## config.mk

```make
export PLATFORM = sky130hd
export DESIGN_NAME = vid_sync_cond
export DESIGN_NICKNAME = d
export VERILOG_FILES = /design/src/rtl/vsc_pkg.sv /design/src/rtl/vsc_trs_decode.sv /design/src/rtl/vsc_sep_sync.sv /design/src/rtl/vsc_field_gen.sv /design/src/rtl/vsc_anc_extract.sv /design/src/rtl/vid_sync_cond.sv
export SDC_FILE = /design/constraint.sdc
export NUM_CORES = 1
export LEC_CHECK = 0
export CAP_MARGIN = 40
export CORE_MARGIN = 1
export CORE_UTILIZATION = 50
export CTS_BUF_LIST = sky130_fd_sc_hd__clkbuf_8 sky130_fd_sc_hd__clkbuf_16
export DETAILED_ROUTE_END_ITERATION = 7
export PLACE_DENSITY = 0.75
export SKIP_CTS_REPAIR_TIMING = 1
export SLEW_MARGIN = 20
export SYNTH_ARGS = -nofsm -noshare
export SYNTH_HDL_FRONTEND = slang
export SYNTH_SLANG_ARGS = --single-unit
```

## constraint.sdc

```tcl
create_clock -name clk -period 2.9 [get_ports clk]
set_input_delay 0.725 -clock clk [delete_from_list [all_inputs] [get_ports clk]]
set_output_delay 0.725 -clock clk [all_outputs]
set_load 0.03 [all_outputs]
```

## src/rtl/vsc_pkg.sv

```systemverilog
package vsc_pkg;
   typedef enum logic [1:0] {
      ANC_IDLE = 2'd0,
      ANC_HDR  = 2'd1,
      ANC_BODY = 2'd2
   } anc_state_t;

   localparam int ANC_HDR_WORDS = 3;
   localparam int ANC_CNT_W     = 8;
endpackage

```

## src/rtl/vsc_trs_decode.sv

```systemverilog
module vsc_trs_decode #(
   parameter int DATA_W = 10
) (
   input  logic              clk,
   input  logic              rst_n,
   input  logic              valid,
   input  logic [DATA_W-1:0] word,
   output logic              nxt_h,
   output logic              nxt_v,
   output logic              nxt_f,
   output logic              nxt_de,
   output logic              blank
);
   localparam int F_BIT = DATA_W - 2;
   localparam int V_BIT = DATA_W - 3;
   localparam int H_BIT = DATA_W - 4;

   if (DATA_W < 8) begin : g_chk_w
      $error("vsc_trs_decode: DATA_W must be at least 8");
   end

   logic [DATA_W-1:0] hist1, hist2, hist3;
   logic              h_q, v_q, f_q;
   logic              flags_word, reserved;

   always_comb begin
      flags_word = (hist3 == '1) && (hist2 == '0) && (hist1 == '0);
      reserved   = (word == '1) || (word == '0);
      nxt_h      = flags_word ? word[H_BIT] : h_q;
      nxt_v      = flags_word ? word[V_BIT] : v_q;
      nxt_f      = flags_word ? word[F_BIT] : f_q;
      nxt_de     = !flags_word && !reserved && !nxt_h && !nxt_v;
   end

   assign blank = h_q | v_q;

   always_ff @(posedge clk) begin
      if (!rst_n) begin
         hist1 <= '0;
         hist2 <= '0;
         hist3 <= '0;
         h_q   <= 1'b1;
         v_q   <= 1'b1;
         f_q   <= 1'b0;
      end else if (valid) begin
         hist3 <= hist2;
         hist2 <= hist1;
         hist1 <= word;
         h_q   <= nxt_h;
         v_q   <= nxt_v;
         f_q   <= nxt_f;
      end
   end

   // flags held between valid words
   a_r3_flags_hold: assert property (@(posedge clk) disable iff (!rst_n)
      !valid |=> ($stable(h_q) && $stable(v_q) && $stable(f_q)));
endmodule

```

## src/rtl/vsc_sep_sync.sv

```systemverilog
module vsc_sep_sync (
   input  logic hs_in,
   input  logic vs_in,
   input  logic de_in,
   input  logic fld_in,
   input  logic hs_low,
   input  logic vs_low,
   output logic hs,
   output logic vs,
   output logic de,
   output logic fld
);
   always_comb begin
      hs  = hs_in ^ hs_low;
      vs  = vs_in ^ vs_low;
      de  = de_in;
      fld = fld_in;
   end
endmodule

```

## src/rtl/vsc_field_gen.sv

```systemverilog
module vsc_field_gen #(
   parameter bit EXTRACT = 1'b0
) (
   input  logic clk,
   input  logic rst_n,
   input  logic valid,
   input  logic hs,
   input  logic vs,
   input  logic f_in,
   output logic f_out
);
   if (EXTRACT) begin : g_edge
      logic vs_prev;
      logic unused_fin;
      assign unused_fin = f_in;

      always_ff @(posedge clk) begin
         if (!rst_n) begin
            vs_prev <= 1'b0;
            f_out   <= 1'b0;
         end else if (valid) begin
            vs_prev <= vs;
            if (vs && !vs_prev) f_out <= hs;
         end
      end

      // field taken from horizontal sync at the vertical rising edge
      a_r6_edge_field: assert property (@(posedge clk) disable iff (!rst_n)
         (valid && vs && !vs_prev) |=> (f_out == $past(hs)));
      a_r6_field_hold: assert property (@(posedge clk) disable iff (!rst_n)
         !(valid && vs && !vs_prev) |=> $stable(f_out));
   end else begin : g_pin
      logic unused_sync;
      assign unused_sync = hs ^ vs;

      always_ff @(posedge clk) begin
         if (!rst_n)     f_out <= 1'b0;
         else if (valid) f_out <= f_in;
      end

      // field follows its source on valid words
      a_r7_field_follow: assert property (@(posedge clk) disable iff (!rst_n)
         valid |=> (f_out == $past(f_in)));
   end
endmodule

```

## src/rtl/vsc_anc_extract.sv

```systemverilog
module vsc_anc_extract
   import vsc_pkg::*;
#(
   parameter  int DATA_W = 10,
   parameter  int DEPTH  = 64,
   localparam int AW     = $clog2(DEPTH)
) (
   input  logic              clk,
   input  logic              rst_n,
   input  logic              valid,
   input  logic [DATA_W-1:0] word,
   input  logic              blank,
   output logic              we,
   output logic [AW-1:0]     addr,
   output logic [DATA_W-1:0] wdata
);
   localparam logic [1:0] LAST_HDR = 2'(ANC_HDR_WORDS - 1);

   if (DEPTH < 2) begin : g_chk_d
      $error("vsc_anc_extract: DEPTH must be at least 2");
   end
   if (DATA_W < ANC_CNT_W) begin : g_chk_w
      $error("vsc_anc_extract: DATA_W too narrow for the count field");
   end

   logic [DATA_W-1:0]    prev0, prev1;
   anc_state_t           st;
   logic [1:0]           hdr_cnt;
   logic [ANC_CNT_W-1:0] remain;
   logic [AW-1:0]        ptr, ptr_next;
   logic                 start_hit;

   assign ptr_next  = (ptr == AW'(DEPTH - 1)) ? '0 : ptr + 1'b1;
   assign start_hit = blank && (word == '1) && (prev0 == '1) && (prev1 == '0);

   always_ff @(posedge clk) begin
      if (!rst_n) begin
         prev0   <= '0;
         prev1   <= '0;
         st      <= ANC_IDLE;
         hdr_cnt <= '0;
         remain  <= '0;
         ptr     <= '0;
         we      <= 1'b0;
         addr    <= '0;
         wdata   <= '0;
      end else begin
         we <= 1'b0;
         if (valid) begin
            prev1 <= prev0;
            prev0 <= word;
            unique case (st)
               ANC_IDLE: begin
                  if (start_hit) begin
                     st      <= ANC_HDR;
                     hdr_cnt <= '0;
                  end
               end
               ANC_HDR: begin
                  we      <= 1'b1;
                  addr    <= ptr;
                  wdata   <= word;
                  ptr     <= ptr_next;
                  hdr_cnt <= hdr_cnt + 1'b1;
                  if (hdr_cnt == LAST_HDR) begin
                     remain <= word[ANC_CNT_W-1:0];
                     st     <= (word[ANC_CNT_W-1:0] == '0) ? ANC_IDLE : ANC_BODY;
                  end
               end
               ANC_BODY: begin
                  we     <= 1'b1;
                  addr   <= ptr;
                  wdata  <= word;
                  ptr    <= ptr_next;
                  remain <= remain - 1'b1;
                  if (remain == ANC_CNT_W'(1)) st <= ANC_IDLE;
               end
               default: st <= ANC_IDLE;
            endcase
         end
      end
   end

   // a write only ever follows a qualified word
   a_r8_we_needs_valid: assert property (@(posedge clk) disable iff (!rst_n)
      we |-> $past(valid));
   // back-to-back writes use consecutive addresses
   a_r8_addr_step: assert property (@(posedge clk) disable iff (!rst_n)
      (we && $past(we) && ($past(addr) != AW'(DEPTH - 1))) |-> (addr == AW'($past(addr) + 1'b1)));
   // address wraps to zero after the last location
   a_r9_addr_wrap: assert property (@(posedge clk) disable iff (!rst_n)
      (we && $past(we) && ($past(addr) == AW'(DEPTH - 1))) |-> (addr == '0));
   // no packet starts outside blanking
   a_r10_no_start_active: assert property (@(posedge clk) disable iff (!rst_n)
      (valid && !blank && (st == ANC_IDLE)) |=> (st == ANC_IDLE));
endmodule

```

## src/rtl/vid_sync_cond.sv

```systemverilog
module vid_sync_cond #(
   parameter  int DATA_W           = 10,
   parameter  bit EMBEDDED         = 1'b1,
   parameter  bit FIELD_FROM_VSYNC = 1'b0,
   parameter  int ANC_DEPTH        = 64,
   localparam int ANC_AW           = $clog2(ANC_DEPTH)
) (
   input  logic              clk,
   input  logic              rst_n,
   input  logic [DATA_W-1:0] vid_data,
   input  logic              vid_valid,
   input  logic              vid_hs,
   input  logic              vid_vs,
   input  logic              vid_de,
   input  logic              vid_fld,
   input  logic              cfg_hs_low,
   input  logic              cfg_vs_low,
   output logic [DATA_W-1:0] out_data,
   output logic              out_valid,
   output logic              out_hs,
   output logic              out_vs,
   output logic              out_de,
   output logic              out_f,
   output logic              anc_we,
   output logic [ANC_AW-1:0] anc_addr,
   output logic [DATA_W-1:0] anc_wdata
);
   if (DATA_W < 8) begin : g_chk_w
      $error("vid_sync_cond: DATA_W must be at least 8");
   end
   if (ANC_DEPTH < 2) begin : g_chk_d
      $error("vid_sync_cond: ANC_DEPTH must be at least 2");
   end

   logic nh, nv, nf, nde;

   if (EMBEDDED) begin : g_emb
      logic blank;
      logic unused_pins;
      assign unused_pins = ^{vid_hs, vid_vs, vid_de, vid_fld, cfg_hs_low, cfg_vs_low};

      vsc_trs_decode #(.DATA_W(DATA_W)) u_dec (
         .clk    (clk),
         .rst_n  (rst_n),
         .valid  (vid_valid),
         .word   (vid_data),
         .nxt_h  (nh),
         .nxt_v  (nv),
         .nxt_f  (nf),
         .nxt_de (nde),
         .blank  (blank)
      );

      vsc_anc_extract #(.DATA_W(DATA_W), .DEPTH(ANC_DEPTH)) u_anc (
         .clk   (clk),
         .rst_n (rst_n),
         .valid (vid_valid),
         .word  (vid_data),
         .blank (blank),
         .we    (anc_we),
         .addr  (anc_addr),
         .wdata (anc_wdata)
      );

      // no enable during vertical or horizontal blanking
      a_r4_no_de_blank: assert property (@(posedge clk) disable iff (!rst_n)
         (out_vs || out_hs) |-> !out_de);
   end else begin : g_sep
      vsc_sep_sync u_sep (
         .hs_in  (vid_hs),
         .vs_in  (vid_vs),
         .de_in  (vid_de),
         .fld_in (vid_fld),
         .hs_low (cfg_hs_low),
         .vs_low (cfg_vs_low),
         .hs     (nh),
         .vs     (nv),
         .de     (nde),
         .fld    (nf)
      );

      assign anc_we    = 1'b0;
      assign anc_addr  = '0;
      assign anc_wdata = '0;

      // enable and normalised syncs follow the pins
      a_r5_de_follow: assert property (@(posedge clk) disable iff (!rst_n)
         vid_valid |=> (out_de == $past(vid_de)));
      a_r5_hs_polarity: assert property (@(posedge clk) disable iff (!rst_n)
         vid_valid |=> (out_hs == ($past(vid_hs) ^ $past(cfg_hs_low))));
   end

   vsc_field_gen #(.EXTRACT(FIELD_FROM_VSYNC)) u_fld (
      .clk   (clk),
      .rst_n (rst_n),
      .valid (vid_valid),
      .hs    (nh),
      .vs    (nv),
      .f_in  (nf),
      .f_out (out_f)
   );

   always_ff @(posedge clk) begin
      if (!rst_n) begin
         out_data  <= '0;
         out_valid <= 1'b0;
         out_hs    <= 1'b0;
         out_vs    <= 1'b0;
         out_de    <= 1'b0;
      end else begin
         out_data  <= vid_data;
         out_valid <= vid_valid;
         out_de    <= vid_valid & nde;
         if (vid_valid) begin
            out_hs <= nh;
            out_vs <= nv;
         end
      end
   end

   // one-cycle latency on the data path
   a_r1_latency: assert property (@(posedge clk) disable iff (!rst_n)
      vid_valid |=> (out_valid && (out_data == $past(vid_data))));
   // unqualified words change nothing
   a_r2_idle_hold: assert property (@(posedge clk) disable iff (!rst_n)
      !vid_valid |=> (!out_valid && !out_de && !anc_we && $stable(out_hs) &&
                      $stable(out_vs) && $stable(out_f)));
endmodule

```

==> results.cfg, run 1 <==
[status]
status = finished, violations left
violations = DRC

[power_and_ir_drop]
p_int_w = 0.00172
peakVddDrop_v = 0.000418
p_clk_frac = 0.401
p_leak_nw = 1.66
switching_share = 0.237
seqPwrFrac = 0.518
p_comb_frac = 0.081
p_per_area_nw_per_um2 = 537
power_switching_w = 0.000534
power.total_w = 0.00225

[worst_setup_path]
cp_top_family = adder cells
cp_cell_sequence = inv_1, ha_1, mux2_2, nand2_1, a21o_1, a21oi_1, nor2_1
critPathSlowestCell = ha_1
ff2ff_setup_slack_ns = 0.75
endpoint_kind = flip-flop
crit_required_ns = 3.13
critical_path_class = reg2reg
cp-start-kind = flip-flop
reg2reg_from = g_emb.u_anc.st[0]
rr_endpoint = g_emb.u_anc.remain[7]
ff2ff_path_depth = 7
crit_arrival_ns = 2.38
crit_buf_inv = 1
crit_fanout = 22
slowest_delay_ns = 0.57

[cells_and_area]
fillers = 565
area_delta_synth_final_pct = 22.7
nets = 448
num_antenna_cells = 0
drive_above_1_share = 0.0867

[hold_path]
min_to = g_emb.u_anc.addr[1]
worstHoldPathCells = 2
holdCritPathClass = reg2reg
hp-start = g_emb.u_anc.addr[1]

[sta]
tightest_slew_ns = 0.634
holdWs_ns = 0.456
hold_viol_final = 0
rsz0062_at_grt = false
finalSetupTns_ns = 0
skew_ns = 0.00797
slew_viol_final = 0
setup_violations = 0
period_minus_slack_ns = 2.15
max_freq_ghz = 0.466
post-route-period-util = 0.740
relSlewSlack = 0.574

[global_routing]
grt_max_degree = 33
grtUsageTotal = 0.230
grt_pass1_wl_um = 12700
gr-total-overflow = 0
grt_antenna_before_repair = 0
grt_pass1_vias = 2567

[die]
die_height_um = 84.7
num_rows = 29
boundaryPins = 51
start_util = 0.530
fp.dieW_um = 84.7
dieArea_um2 = 7180
core_area_um2 = 6460

[place]
finalWeightedCongestion = 0.819
hpwl_um = 5280
io_buffer_count = 44

[detailed_routing]
drc = 3
vias = 2705
wl_per_cell_um = 14.9
drtAntennaViolNets = 0
drtIter0Drc = 120
routed_wl_um = 7490
dr.pass1.iters = 8
viasPerCell = 5.37

[clocking]
tritoncts = done
htree_levels = 3
clock_sinks = 82
clk-insertion-delay-late_ns = 0.35
clockBufferDepth = 2
root_buffer = clkbuf_8
cts.clk_slew.worst_paths_ns = 0.09
cts_made_buffers = 9

[synth]
yosysSeqAreaShare = 0.480
synth_edf_count = 0
synth_cell_type_count = 43
synth_area_per_cell_um2 = 9.17
ys_seq_elements = 82
synth_top_area_frac = 0.480
synth_warnings = 0
syn_nets = 399
yosysMostFrequentCell = dfxtp_1
synthArstFlopShare = 0
yosysTopAreaCell = dfxtp_1
netlist_instances = 373
syn_area_um2 = 3420
ys.flop_type = dfxtp_1
yosys-top-cells-count = 82 x dfxtp_1, 56 x nand2_1, 37 x mux2i_1
yosys-top-cells-area = dfxtp_1 48%, mux2i_1 11%, nand2_1 6.1%

[run]
max-cap-violations = 0
## area by class of cell
| class | count | area, um^2 | area share |
|---|---|---|---|
| clock inverter | 7 | 93.8 | 0.0224 |
| multi-input combinational | 262 | 1670 | 0.397 |
| tap | 77 | 96.3 | 0.0230 |
| sequential | 82 | 1640 | 0.391 |
| clock buffer | 9 | 124 | 0.0295 |
| timing repair buffer | 58 | 541 | 0.129 |
| inverter | 9 | 33.8 | 0.00805 |
## tightest hold or removal path, cell delays in order, from the launching register on
cell and delay [ns]:
dfxtp_1 0.32, nand2_1 0.05, a21oi_1 0.05
## cell families after synthesis
kind of cell	Yosys count	share of synthesized area
AO/OA/AOI/OAI	52	0.0977
buffers and inverters	29	0.0329
multiplexers	38	0.112
flip-flops	82	0.480
AND/OR/NAND/NOR	160	0.240
XOR/XNOR	5	0.0128
adder cells (fa/ha/maj)	7	0.0256
## how the worst max path moves through the flow
stage / endpoint / from / slack, ns / cells after the start
finish: g_emb.u_anc.remain[7] / g_emb.u_anc.st[0] / 0.75 / 7
global route: g_emb.u_anc.remain[7] / g_emb.u_anc.st[0] / 0.52 / 7
CTS: g_emb.u_anc.remain[7] / g_emb.u_anc.st[0] / 0.75 / 7
floorplan: g_emb.u_anc.st[1] / vid_data[6] / 1.04 / 6
global placement: g_emb.u_anc.st[1] / vid_data[0] / 0.41 / 6
detailed placement: g_emb.u_anc.st[1] / vid_data[0] / 0.41 / 6
## metrics by stage
step / setup WS [ns] / util / cells / cell area (um^2)
2_1_floorplan: 1.04 / - / 373 / 3420
3_3_place_gp: 0.412 / 0.616 / 488 / 3980
3_5_place_dp: 0.412 / 0.616 / 488 / 3980
4_1_cts: 0.753 / 0.650 / 504 / 4200
5_1_grt: 0.518 / 0.650 / 504 / 4200
6_report: 0.755 / 0.650 / 504 / 4200
## cell usage in the layout, fill, tap and decap left out, types with 2 or more instances in the layout
master           synthesis  routed
nor3_1                   3       3
clkbuf_8                 0       9
nand4_1                  9       9
xor2_1                   4       4
nor4_1                   4       4
mux2i_1                 37      37
a21boi_0                11      11
bufinv_16                0       2
or3_1                    3       3
and2_1                  11      11
ha_1                     7       7
nand2_1                 56      56
clkdlybuf4s50_1          0      43
inv_1                    8       9
nand3_1                  9       9
nor2_1                  28      28
o221a_2                  2       2
a21o_1                   2       2
nand2b_1                 3       3
dfxtp_1                 82      82
buf_4                    0      14
a21oi_1                 17      17
or4_1                    3       3
nor2b_1                 22      22
nand4b_1                 3       3
a31oi_1                  3       3
o21ai_0                  8       8
## power groups by stage
stage                     Combinational (W)  Sequential [W]  Clock [W]
after global routing               0.000196         0.00117   0.000976
after global placement             0.000181         0.00119          0
after detailed placement           0.000183         0.00119          0
after CTS                          0.000183         0.00117   0.000925
after floorplan                   0.0000861         0.00121          0
final                              0.000182         0.00117   0.000903
## flip-flops by register name (all words and copies together), names as in the netlist, 2 cells and up
signal / cells
g_emb.u_anc.prev0: 10
g_emb.u_anc.ptr: 6
out_data: 10
g_emb.u_dec.hist3: 10
g_emb.u_anc.wdata: 10
g_emb.u_anc.hdr_cnt: 2
g_emb.u_anc.st: 2
g_emb.u_anc.prev1: 10
g_emb.u_anc.addr: 6
g_emb.u_anc.remain: 8
## routing by layer
layer	track usage	wire length, um	up-vias
met5	0	0	-
met4	0.0863	165	0
met3	0.0541	329	13
met2	0.371	3470	59
met1	0.300	3520	1259
li1	-	-	1374
(Power assumes the default switching activity.)
==> run 2: changes to the inputs <==
--- a/config.mk
+++ b/config.mk
@@ -7,7 +7,7 @@
 export LEC_CHECK = 0
 export CAP_MARGIN = 40
 export CORE_MARGIN = 1
-export CORE_UTILIZATION = 50
+export CORE_UTILIZATION = 48
 export CTS_BUF_LIST = sky130_fd_sc_hd__clkbuf_8 sky130_fd_sc_hd__clkbuf_16
 export DETAILED_ROUTE_END_ITERATION = 7
 export PLACE_DENSITY = 0.75
==> constraint.sdc (replaced) <==
create_clock -name clk -period 1.86 [get_ports clk]
set_input_delay 0.465 -clock clk [delete_from_list [all_inputs] [get_ports clk]]
set_output_delay 0.465 -clock clk [all_outputs]
set_load 0.03 [all_outputs]
==> results.cfg, run 2 (same netlist as run 1, synthesis figures left out) <==
[sta]
hold_viol_final = 0
rsz0062_at_grt = true
period_minus_slack_ns = 1.88
skew_ns = 0.00703
relSlewSlack = 0.591
tightest_slew_ns = 0.608
setup_violations = 6
post-route-period-util = 1.01
slew_viol_final = 0
fin_ws_ns = -0.0245
max_freq_ghz = 0.531

[die]
start_util = 0.501
die_height_um = 86.4
boundaryPins = 51
core_area_um2 = 6830
dieArea_um2 = 7470
fp.dieW_um = 86.4
num_rows = 30

[global_routing]
gr-total-overflow = 0
grt_pass1_wl_um = 12800
grt_max_degree = 37
grtUsageTotal = 0.222
grt_antenna_before_repair = 0
grt_pass1_vias = 2740

[worst_setup_path]
endpoint_kind = flip-flop
ff2ff_setup_slack_ns = -0.02
crit_fanout = 4
crit_required_ns = 2.11
cp_cell_sequence = or4_4, nor4_4, buf_4, nand4_4, mux2i_1, nand2_1
critPathSlowestCell = or4_4
cp-start-kind = flip-flop
slowest_delay_ns = 0.54
reg2reg_from = g_emb.u_anc.prev1[0]
critical_path_class = reg2reg
crit_arrival_ns = 2.13
ff2ff_path_depth = 6
rr_endpoint = g_emb.u_dec.h_q

[clocking]
root_buffer = clkbuf_8
cts.clk_slew.worst_paths_ns = 0.09
htree_levels = 3
clk-insertion-delay-late_ns = 0.35
cts_made_buffers = 9
clockBufferDepth = 2
tritoncts = done
clock_sinks = 82

[detailed_routing]
drtIter0Drc = 161
routed_wl_um = 8080
viasPerCell = 5.27
wl_per_cell_um = 15.0
dr.pass1.iters = 4
drc = 0
drtAntennaViolNets = 0
vias = 2837

[status]
status = finished, violations left
violations = setup timing

[cells_and_area]
final_util = 0.651
final_cell_mix = 80 x dfxtp_1, 55 x nand2_1, 37 x mux2i_1
nets = 463
num_antenna_cells = 0
drive_above_1_share = 0.143
fillers = 588
area_delta_synth_final_pct = 30.1
final_common_cell = dfxtp_1
multi_input_area_um2 = 1710
ff_latch_area_um2 = 1640

[power_and_ir_drop]
p_leak_nw = 2.05
peakVddDrop_v = 0.000602
p_per_area_nw_per_um2 = 806

[hold_path]
min_to = g_emb.u_anc.wdata[9]
holdCritPathClass = reg2reg
hp-start = g_emb.u_anc.wdata[9]
worstHoldPathCells = 2

[place]
finalWeightedCongestion = 0.804
place_ws_ns = -0.234
io_buffer_count = 44
hpwl_um = 5280

[run]
max-cap-violations = 0
run 2: power by group:
part | switching, W | internal (W)
combinational | 0.000171 | 0.000156
clock | 0.000673 | 0.000768
sequential | 0.0000256 | 0.00179
run 2: worst max-delay path by stage:
stage / start / slack (ns) / end / cells after the start
after global routing: g_emb.u_anc.prev1[0] / -0.18 / out_hs / 5
after floorplan: g_emb.u_anc.st[1] / 0.13 / g_emb.u_anc.remain[6] / 7
final: g_emb.u_anc.prev1[0] / -0.02 / g_emb.u_dec.h_q / 6
after detailed placement: vid_data[7] / -0.23 / g_emb.u_anc.st[1] / 6
after global placement: vid_data[6] / -0.20 / g_emb.u_anc.st[1] / 6
after CTS: g_emb.u_anc.prev1[4] / -0.06 / g_emb.u_anc.st[1] / 5
run 2: layout make-up:
cell class                      count  share of cell area
Clock inverter                      7              0.0225
Multi-Input combinational cell    262               0.384
Inverter                            9             0.00759
Timing Repair Buffer               73               0.162
Sequential cell                    82               0.369
Clock buffer                        9              0.0278
Tap cell                           96              0.0270
run 2: critical path: cells and delay by family, from the launching register on:
kind | cells | cell delay, ns
buffers and inverters | 1 | 0.19
DFF | 1 | 0.34
muxes | 1 | 0.19
and+or+nand+nor | 4 | 1.08
run 2: metrics by stage:
stage	setup TNS, ns	cell area (um^2)	std cells	hold WS [ns]	total power (W)
detailed placement	-0.839	4120	519	0.451	0.00216
finish	-0.0867	4450	538	0.456	0.00359
CTS	-0.0686	4340	535	0.464	0.00359
global placement	-0.671	4120	519	0.446	0.00216
global route	-1.22	4450	538	0.486	0.00371
floorplan	0	3420	373	0.438	0.00202
run 2: routing by layer:
layer	track usage	share of wire	vias up
li1	-	-	1407
met1	0.271	0.45	1339
met2	0.374	0.49	72
met3	0.0581	0.036	19
met4	0.0879	0.027	0
met5	0	0	-
==> run 3: changes to the inputs <==
--- a/config.mk
+++ b/config.mk
@@ -7,10 +7,11 @@
 export LEC_CHECK = 0
 export CAP_MARGIN = 40
 export CORE_MARGIN = 1
-export CORE_UTILIZATION = 48
+export CORE_UTILIZATION = 50
 export CTS_BUF_LIST = sky130_fd_sc_hd__clkbuf_8 sky130_fd_sc_hd__clkbuf_16
 export DETAILED_ROUTE_END_ITERATION = 7
-export PLACE_DENSITY = 0.75
+export DONT_BUFFER_PORTS = 1
+export PLACE_DENSITY = 0.68
 export SKIP_CTS_REPAIR_TIMING = 1
 export SLEW_MARGIN = 20
 export SYNTH_ARGS = -nofsm -noshare
==> results.cfg, run 3 (same netlist as run 1, synthesis figures left out) <==
[clocking]
cts.clk_slew.worst_paths_ns = 0.08
root_buffer = clkbuf_8
clk-insertion-delay-late_ns = 0.35
clockBufferDepth = 2
tritoncts = done
clock_sinks = 82
cts_made_buffers = 9
htree_levels = 3

[sta]
skew_ns = 0.00372
tightest_slew_ns = 0.447
fin_ws_ns = 0.0468
hold_viol_final = 0
relSlewSlack = 0.700
max_freq_ghz = 0.552
period_minus_slack_ns = 1.81
setup_violations = 0
post-route-period-util = 0.975
rsz0062_at_grt = true
slew_viol_final = 0

[cells_and_area]
final_util = 0.590
final_cell_mix = 80 x dfxtp_1, 56 x nand2_1, 37 x mux2i_1
fin_cells = 460
fillers = 569
nets = 404
final_common_cell = dfxtp_1
drive_above_1_share = 0.117
area_delta_synth_final_pct = 11.3
num_antenna_cells = 0

[die]
boundaryPins = 51
die_height_um = 84.7
num_rows = 29
start_util = 0.530
core_area_um2 = 6460
dieArea_um2 = 7180
fp.dieW_um = 84.7

[detailed_routing]
vias = 2565
drtAntennaViolNets = 0
dr.pass1.iters = 7
wl_per_cell_um = 16.1
viasPerCell = 5.58
drc = 4
routed_wl_um = 7390
drtIter0Drc = 143

[power_and_ir_drop]
p_leak_nw = 1.50
peakVddDrop_v = 0.000647
power.total_w = 0.00343
p_per_area_nw_per_um2 = 901

[global_routing]
gr-total-overflow = 0
grtUsageTotal = 0.221
grt_pass1_vias = 2482
grt_antenna_before_repair = 0
grt_max_degree = 57
grt_pass1_wl_um = 12400

[worst_setup_path]
crit_buf_inv = 1
cp_cell_sequence = or4_4, nor4_4, buf_4, nand3_2, a21oi_2, mux2i_1
reg2reg_from = g_emb.u_anc.prev1[2]
cp_top_family = simple AND/OR/NAND/NOR gates
crit_fanout = 4
crit_arrival_ns = 2.09
crit_start = g_emb.u_anc.prev1[2]
critPathSlowestCell = or4_4
endpoint_kind = flip-flop
slowest_delay_ns = 0.54
critical_path_class = reg2reg
cp-start-kind = flip-flop
crit_required_ns = 2.14

[place]
hpwl_um = 4840
io_buffer_count = 0
dp.cells = 442
finalWeightedCongestion = 0.801
place_ws_ns = -0.0101

[hold_path]
holdCritPathClass = in2reg
hp-start = rst_n

[status]
violations = DRC
status = finished, violations left

[run]
max-cap-violations = 0
run 3: changes by cell type in the layout (fill, tap and decap cells not counted), sizes merged:
cell and delta:
clkdlybuf4s50 -26, dlymetal6s2s -17, clkinvlp +2, clkinv -2, buf -16
run 3: final cells by class:
| type | count | area (um^2) | share of cell area |
|---|---|---|---|
| multi-input cells | 262 | 1700 | 0.446 |
| well taps | 77 | 96.3 | 0.0253 |
| inverters | 9 | 33.8 | 0.00887 |
| repair buffers | 14 | 109 | 0.0286 |
| clock buffers | 9 | 124 | 0.0325 |
| flip-flops and latches | 82 | 1640 | 0.432 |
| clock inverters | 7 | 101 | 0.0266 |
run 3: worst paths after layout:
check                           depth (start not counted)                endpoint  slack (ns)
worst max-delay path                                    6       g_emb.u_anc.st[1]        0.05
worst min-delay path                                    1         g_emb.u_dec.h_q        0.17
worst max register to register                          6       g_emb.u_anc.st[1]        0.05
worst min register to register                          2  g_emb.u_anc.hdr_cnt[1]        0.48
run 3: report_power, final:
group          internal [W]  leakage, nW  switching [W]
clock              0.000767        0.106       0.000667
sequential          0.00179        0.668      0.0000594
combinational     0.0000873        0.729      0.0000588
total               0.00265         1.50       0.000785
run 3: routing by layer:
layer | vias to the layer above | global-route usage | part of all wire
met2 | 64 | 0.357 | 0.49
met4 | 0 | 0.0693 | 0.014
met1 | 1206 | 0.280 | 0.45
met5 | - | 0 | 0
li1 | 1283 | - | -
met3 | 12 | 0.0708 | 0.049
run 3: worst register-to-register path, delay by kind of cell (launching register included):
kind / cells / cell delay (ns)
AND/OR/NAND/NOR: 3 / 0.84
buffers and inverters: 1 / 0.18
flip-flops: 1 / 0.33
AO/OA/AOI/OAI: 1 / 0.18
multiplexers: 1 / 0.22
run 3: metrics by stage:
stage / hold WS (ns) / TNS [ns] / cell area (um^2)
floorplan: 0.438 / 0 / 3420
detailed placement: 0.469 / -0.0177 / 3530
global route: 0.156 / -0.0506 / 3810
CTS: 0.157 / -0.0999 / 3750
global placement: 0.451 / 0 / 3530
finish: 0.174 / 0 / 3810
